===== src/rtl/scl_gen_pkg.sv =====
// Package: shared phase encoding and default limits for the SCL generator.
// Assumes: limits are unsigned system-clock counts minus one.
package scl_gen_pkg;

    typedef enum logic [1:0] {
        PH_IDLE = 2'd0,
        PH_LOW  = 2'd1,
        PH_HIGH = 2'd2
    } scl_phase_e;

    localparam int DEF_MIN_HIGH = 2;
    localparam int DEF_MIN_LOW  = 4;

endpackage


===== src/rtl/scl_limit_reg.sv =====
// Module: clamps a raw phase setting to its minimum and holds it for a phase.
// Assumes: load is a single-cycle pulse coinciding with entry into the phase.
module scl_limit_reg #(
    parameter int W     = 8,
    parameter int MIN_V = 2
) (
    input  logic         clk,
    input  logic         rst_n,
    input  logic         load,
    input  logic [W-1:0] raw,
    output logic [W-1:0] lim
);
    localparam logic [W-1:0] MIN_L = W'(MIN_V);

    logic [W-1:0] clamped;

    // Raise settings below the minimum to the minimum.
    always_comb begin
        clamped = (raw < MIN_L) ? MIN_L : raw;
    end

    // Capture the clamped setting at the phase boundary; reset to the minimum.
    always_ff @(posedge clk) begin
        if (!rst_n) begin
            lim <= MIN_L;
        end else if (load) begin
            lim <= clamped;
        end
    end
endmodule


===== src/rtl/scl_phase_cnt.sv =====
// Module: phase cycle counter with clear priority over advance.
// Assumes: the count never has to exceed the largest limit, so there is no wrap logic.
module scl_phase_cnt #(
    parameter int W = 8
) (
    input  logic         clk,
    input  logic         rst_n,
    input  logic         clr,
    input  logic         adv,
    output logic [W-1:0] cnt
);
    // Count cycles within a phase; restart from zero at every boundary.
    always_ff @(posedge clk) begin
        if (!rst_n) begin
            cnt <= '0;
        end else if (clr) begin
            cnt <= '0;
        end else if (adv) begin
            cnt <= cnt + 1'b1;
        end
    end
endmodule


===== src/rtl/scl_phase_fsm.sv =====
// Module: sequences idle/low/high phases and issues load, clear and advance controls.
// Assumes: scl_line is already synchronous to clk; the high phase counts only
//          while the line is sensed high, which gives clock stretching.
module scl_phase_fsm
    import scl_gen_pkg::*;
#(
    parameter int W = 8
) (
    input  logic         clk,
    input  logic         rst_n,
    input  logic         en,
    input  logic         scl_line,
    input  logic [W-1:0] cnt,
    input  logic [W-1:0] hi_lim,
    input  logic [W-1:0] lo_lim,
    output scl_phase_e   phase,
    output logic         load_hi,
    output logic         load_lo,
    output logic         cnt_clr,
    output logic         cnt_adv
);
    scl_phase_e phase_nxt;

    // Choose the next phase from the enable, the count and the sensed line.
    always_comb begin
        phase_nxt = phase;
        unique case (phase)
            PH_IDLE: if (en) phase_nxt = PH_LOW;
            PH_LOW: begin
                if (!en)                  phase_nxt = PH_IDLE;
                else if (cnt == lo_lim)   phase_nxt = PH_HIGH;
            end
            PH_HIGH: begin
                if (!en)                              phase_nxt = PH_IDLE;
                else if (scl_line && cnt == hi_lim)   phase_nxt = PH_LOW;
            end
            default: phase_nxt = PH_IDLE;
        endcase
    end

    // Derive the boundary controls for the limit registers and the counter.
    always_comb begin
        load_lo = (phase_nxt == PH_LOW)  && (phase != PH_LOW);
        load_hi = (phase_nxt == PH_HIGH) && (phase != PH_HIGH);
        cnt_clr = (phase_nxt != phase) || (phase == PH_IDLE);
        cnt_adv = (phase == PH_LOW) || ((phase == PH_HIGH) && scl_line);
    end

    // Phase register.
    always_ff @(posedge clk) begin
        if (!rst_n) begin
            phase <= PH_IDLE;
        end else begin
            phase <= phase_nxt;
        end
    end
endmodule


===== src/rtl/scl_strobe_gen.sv =====
// Module: decodes the phase and count into rise, mid-high and fall strobes.
// Assumes: the high limit is at least 2, so the mid point never coincides
//          with the first high cycle.
module scl_strobe_gen
    import scl_gen_pkg::*;
#(
    parameter int W = 8
) (
    input  scl_phase_e   phase,
    input  logic         scl_line,
    input  logic [W-1:0] cnt,
    input  logic [W-1:0] hi_lim,
    output logic         rise_stb,
    output logic         mid_stb,
    output logic         fall_stb
);
    logic [W-1:0] mid_pt;
    logic         high_seen;

    // Decode the strobe positions within the current phase.
    always_comb begin
        mid_pt    = hi_lim >> 1;
        high_seen = (phase == PH_HIGH) && scl_line;
        rise_stb  = high_seen && (cnt == '0);
        mid_stb   = high_seen && (cnt == mid_pt);
        fall_stb  = (phase == PH_LOW) && (cnt == '0);
    end
endmodule


===== src/rtl/scl_clkgen.sv =====
// Module: top of the I2C master SCL generator with open-drain drive and sensing.
// Assumes: clk_cfg holds the high setting in the upper half and the low setting
//          in the lower half; scl_line is synchronised before it reaches this block.
module scl_clkgen
    import scl_gen_pkg::*;
#(
    parameter int SET_W    = 8,
    parameter int MIN_HIGH = DEF_MIN_HIGH,
    parameter int MIN_LOW  = DEF_MIN_LOW
) (
    input  logic               clk,
    input  logic               rst_n,
    input  logic               en,
    input  logic [2*SET_W-1:0] clk_cfg,
    input  logic               scl_line,
    output logic               scl_pull_low,
    output logic               rise_stb,
    output logic               mid_stb,
    output logic               fall_stb
);
    localparam int NFIELD = 2;
    localparam int F_LOW  = 0;
    localparam int F_HIGH = 1;

    scl_phase_e       phase;
    logic [SET_W-1:0] cnt;
    logic [SET_W-1:0] lim  [NFIELD];
    logic             load [NFIELD];
    logic             cnt_clr;
    logic             cnt_adv;
    logic             load_hi;
    logic             load_lo;

    // Map the FSM load pulses onto the per-field limit registers.
    always_comb begin
        load[F_LOW]  = load_lo;
        load[F_HIGH] = load_hi;
    end

    for (genvar g = 0; g < NFIELD; g++) begin : g_lim
        localparam int MIN_G = (g == F_HIGH) ? MIN_HIGH : MIN_LOW;
        scl_limit_reg #(
            .W     (SET_W),
            .MIN_V (MIN_G)
        ) u_lim (
            .clk   (clk),
            .rst_n (rst_n),
            .load  (load[g]),
            .raw   (clk_cfg[g*SET_W +: SET_W]),
            .lim   (lim[g])
        );
    end

    scl_phase_cnt #(.W(SET_W)) u_cnt (
        .clk   (clk),
        .rst_n (rst_n),
        .clr   (cnt_clr),
        .adv   (cnt_adv),
        .cnt   (cnt)
    );

    scl_phase_fsm #(.W(SET_W)) u_fsm (
        .clk      (clk),
        .rst_n    (rst_n),
        .en       (en),
        .scl_line (scl_line),
        .cnt      (cnt),
        .hi_lim   (lim[F_HIGH]),
        .lo_lim   (lim[F_LOW]),
        .phase    (phase),
        .load_hi  (load_hi),
        .load_lo  (load_lo),
        .cnt_clr  (cnt_clr),
        .cnt_adv  (cnt_adv)
    );

    scl_strobe_gen #(.W(SET_W)) u_stb (
        .phase    (phase),
        .scl_line (scl_line),
        .cnt      (cnt),
        .hi_lim   (lim[F_HIGH]),
        .rise_stb (rise_stb),
        .mid_stb  (mid_stb),
        .fall_stb (fall_stb)
    );

    // Open-drain drive: pull low only during the low phase, straight from the phase register.
    always_comb begin
        scl_pull_low = (phase == PH_LOW);
    end
endmodule


===== config.mk =====
export PLATFORM = sky130hd
export DESIGN_NAME = scl_clkgen
export DESIGN_NICKNAME = d
export VERILOG_FILES = /design/src/rtl/scl_gen_pkg.sv /design/src/rtl/scl_limit_reg.sv /design/src/rtl/scl_phase_cnt.sv /design/src/rtl/scl_phase_fsm.sv /design/src/rtl/scl_strobe_gen.sv /design/src/rtl/scl_clkgen.sv
export SDC_FILE = /design/constraint.sdc
export NUM_CORES = 1
export LEC_CHECK = 0
export BUFFER_PORTS_ARGS = -buffer_cell sky130_fd_sc_hd__clkbuf_2
export CAP_MARGIN = 10
export CELL_PAD_IN_SITES_DETAIL_PLACEMENT = 0
export CELL_PAD_IN_SITES_GLOBAL_PLACEMENT = 1
export CORE_MARGIN = 1
export CORE_UTILIZATION = 44
export DETAILED_ROUTE_END_ITERATION = 10
export PLACE_DENSITY = 0.86
export SLEW_MARGIN = 10
export SYNTH_ARGS = -nofsm -noshare
export SYNTH_HDL_FRONTEND = slang
export SYNTH_SLANG_ARGS = --single-unit

===== constraint.sdc =====
create_clock -name clk -period 2.1 [get_ports clk]
set_clock_uncertainty 0.15 [all_clocks]
set_input_delay 0 -clock clk [delete_from_list [all_inputs] [get_ports clk]]
set_output_delay 0 -clock clk [all_outputs]
set_load 0.03 [all_outputs]

==> results_dict.tcl <==
set metrics [dict create \
    cts.sinks 26 \
    syn_to_final_growth_pct 17.7 \
    rows 22 \
    hpwl_mm 2.95 \
    avgViaCountPerCell 5.63 \
    insertion_delay_ns 0.27 \
    fin_crit_sh 0.928 \
    p_switching_w 0.000260 \
    pwr-share-clk 0.289 \
    muxShareOfSynthArea 0.0463 \
    yosys_warnings 0 \
    start_util 0.466 \
    cts-root-buf "clkbuf_8" \
    critPathKind "reg -> reg" \
    reg2reg_depth 4 \
    routabilityCongestion 0.850 \
    drive_above_1_share 0.217 \
    cp_data_required_time_ns 2.14 \
    antenna_cells 0 \
    synth.most_common_cell "dfxtp_1" \
    finalSetupViolations 0 \
    route.detailed.drc 0 \
    r2r_start "u_cnt.cnt[5]" \
    hp-class "in -> reg" \
    ir_drop_mv 0.265 \
    grt_pass1_vias 1481 \
    setup_tns_ns 0 \
    die_h_um 64.7 \
    leakagePower_nw 0.696 \
    synth_top_family_by_area "simple AND/OR/NAND/NOR gates" \
    maxCapViolCount 0 \
    slew_headroom 0.612 \
    io_pins 24 \
    first_iter_violations 71 \
    ys_seq_area_frac 0.301 \
    yosys.area_share.simple 0.207 \
    rsz0062_at_grt "false" \
    synth_cells 185 \
    ff2ff_setup_slack_ns 0.15 \
    htreeDepth 1 \
    startpoint_type "register" \
    synthXorXnorAreaFrac 0.173 \
    fmax_mhz 513 \
    cts_tree "done" \
    synthAdderAreaFrac 0.0145 \
    utilization 0.548 \
    arrival_ns 1.99 \
    overflow 0 \
    synth_flop_cell "dfxtp_1" \
    internal_power_w 0.000711 \
    pwr-share-comb 0.179 \
    worstMarginPinSlew_ns 0.582 \
    routed_wire_length_per_instance_um 15.3 \
    drv_slew 0 \
    cts_buffers 3 \
    synth_top_area_frac 0.301 \
    cp-end-kind "register" \
    synth_compound_area_frac 0.193 \
    die_area_mm2 0.00419 \
    grt_pass1_wl_mm 6.80 \
    antenna_found_initial 0 \
    timing.final.ws_setup_ns 0.150 \
    nets 241 \
    grt_start_max_net_pins 16 \
    synth.net_count 207 \
    io_buffers 23 \
    status "complete, no violations" \
    p_total_w 0.000971 \
    clk_pin_slew_ns 0.09 \
    clock_path_buffers 2 \
    period_minus_slack_ns 1.95 \
    swShare 0.267 \
    timing.rr.end "g_lim[0].u_lim.lim[1]" \
    core-area_mm2 0.00372 \
    crit_end "g_lim[0].u_lim.lim[1]" \
    final_antenna_net_count 0 \
    seqPwrFrac 0.533 \
    post-synth-top-area-cell "dfxtp_1" \
    finalWirelength_mm 4.06 \
    chipWidth_um 64.7 \
    synth_common_cells "dfxtp_1, nand2_1, xnor2_1, a21oi_1, nand4_1" \
    synthArstFlopShare 0 \
    synth-seq-cells 26 \
    synth-edff-count 0 \
    synth.area.top_cells "dfxtp_1, xnor2_1, xnor2_2" \
    power_density_mw_per_mm2 477 \
    synth.cell_area_mm2 0.00173 \
    synthDistinctLibCells 47 \
    num_vias 1493 \
    first_pass_iters 4 \
    pre_cts_ws_ns 0.0754 \
    startpoint "u_cnt.cnt[5]" \
    syn_avg_cell_area_um2 9.35 \
    fillCellCount 340 \
    hold_viol 0 \
    grtUsageTotal 0.211 \
    crit_path_max_fanout 8 \
    hold_start "clk_cfg[9]" \
]
## routing by layer
layer	up-vias	wire length, um	global-route usage
met1	713	1780	0.260
met5	-	0	0
met4	0	38	0.0778
li1	747	-	-
met3	4	117	0.0246
met2	29	2120	0.371
## registers in the layout, summed over array words and instances, names as in the netlist
name	count
g_lim.u_lim.lim	16
u_cnt.cnt	8
u_fsm.phase	2
## worst min path at each step
stage,slack (ns),cells past startpoint,end
2_1_floorplan,-0.008,2,g_lim[0].u_lim.lim[3]
3_3_place_gp,0.08,3,g_lim[0].u_lim.lim[1]
3_5_place_dp,0.10,3,g_lim[0].u_lim.lim[3]
4_1_cts,0.04,4,g_lim[1].u_lim.lim[1]
5_1_grt,0.09,4,u_fsm.phase[0]
6_report,0.05,4,g_lim[1].u_lim.lim[1]
## power groups by stage
stage	Sequential, W	Combinational [W]	Clock [W]
floorplan	0.000525	0.000100	0
global placement	0.000529	0.000145	0
detailed placement	0.000529	0.000149	0
CTS	0.000517	0.000172	0.000289
global route	0.000519	0.000190	0.000309
finish	0.000517	0.000173	0.000280
## what timing repair did
action	4_1_cts	5_1_grt
setup endpoints to repair	0	2
hold endpoints to repair	16	0
setup buffers	0	0
hold buffers	16	0
resized for setup	0	0
## cell families (layout without fill, tap and decap cells)
| kind of cell | count (synthesis) | in the layout |
|---|---|---|
| DFF | 26 | 26 |
| xor gates and xnor gates | 29 | 29 |
| and+or+nand+nor | 62 | 62 |
| AOI/OAI and AO/OA | 40 | 40 |
| adders and majority gates | 2 | 2 |
| buffers and inverters | 18 | 50 |
| muxes | 8 | 8 |
## cells in the final DEF, fill, tap and decap left out, types with 2 or more instances in the layout
cell           synthesis  final
a211oi_1               8      8
a21oi_1               12     12
and4_1                 3      3
buf_4                  0      3
clkbuf_2               0     23
clkbuf_8               0      3
dfxtp_1               26     26
dlygate4sd3_1          0     16
ha_1                   2      2
inv_1                  3      3
mux2i_1                8      8
nand2_1               21     21
nand3_1                3      3
nand4_1               12     12
nor2_1                 4      4
nor3_1                 3      3
nor4_1                 3      3
o21ai_1                2      2
o31ai_1                7      7
xnor2_1               20     20
xnor2_2                6      6
xor2_1                 3      3
## final cells by class
class                      count  area (um2)  area share
inverter                       5        21.3      0.0104
timing repair buffer          42         298       0.146
tap                           48        60.1      0.0295
sequential                    26         520       0.256
multi-input combinational    141        1100       0.538
clock buffer                   3        41.3      0.0203
## worst max-delay path, stage by stage (launching register included)
cell and delay [ns]:
dfxtp_1 0.60, xnor2_2 0.18, nand4_2 0.16, o32ai_4 0.53, mux2i_1 0.25
## through the flow
step,std cells,hold WS (ns),instance area [um2]
2_1_floorplan,185,-0.00790,1730
3_3_place_gp,246,0.0836,1840
3_5_place_dp,246,0.103,1840
4_1_cts,265,0.0424,2040
5_1_grt,265,0.0911,2040
6_report,265,0.0476,2040
No activity file was read; power rests on OpenSTA's default activity.
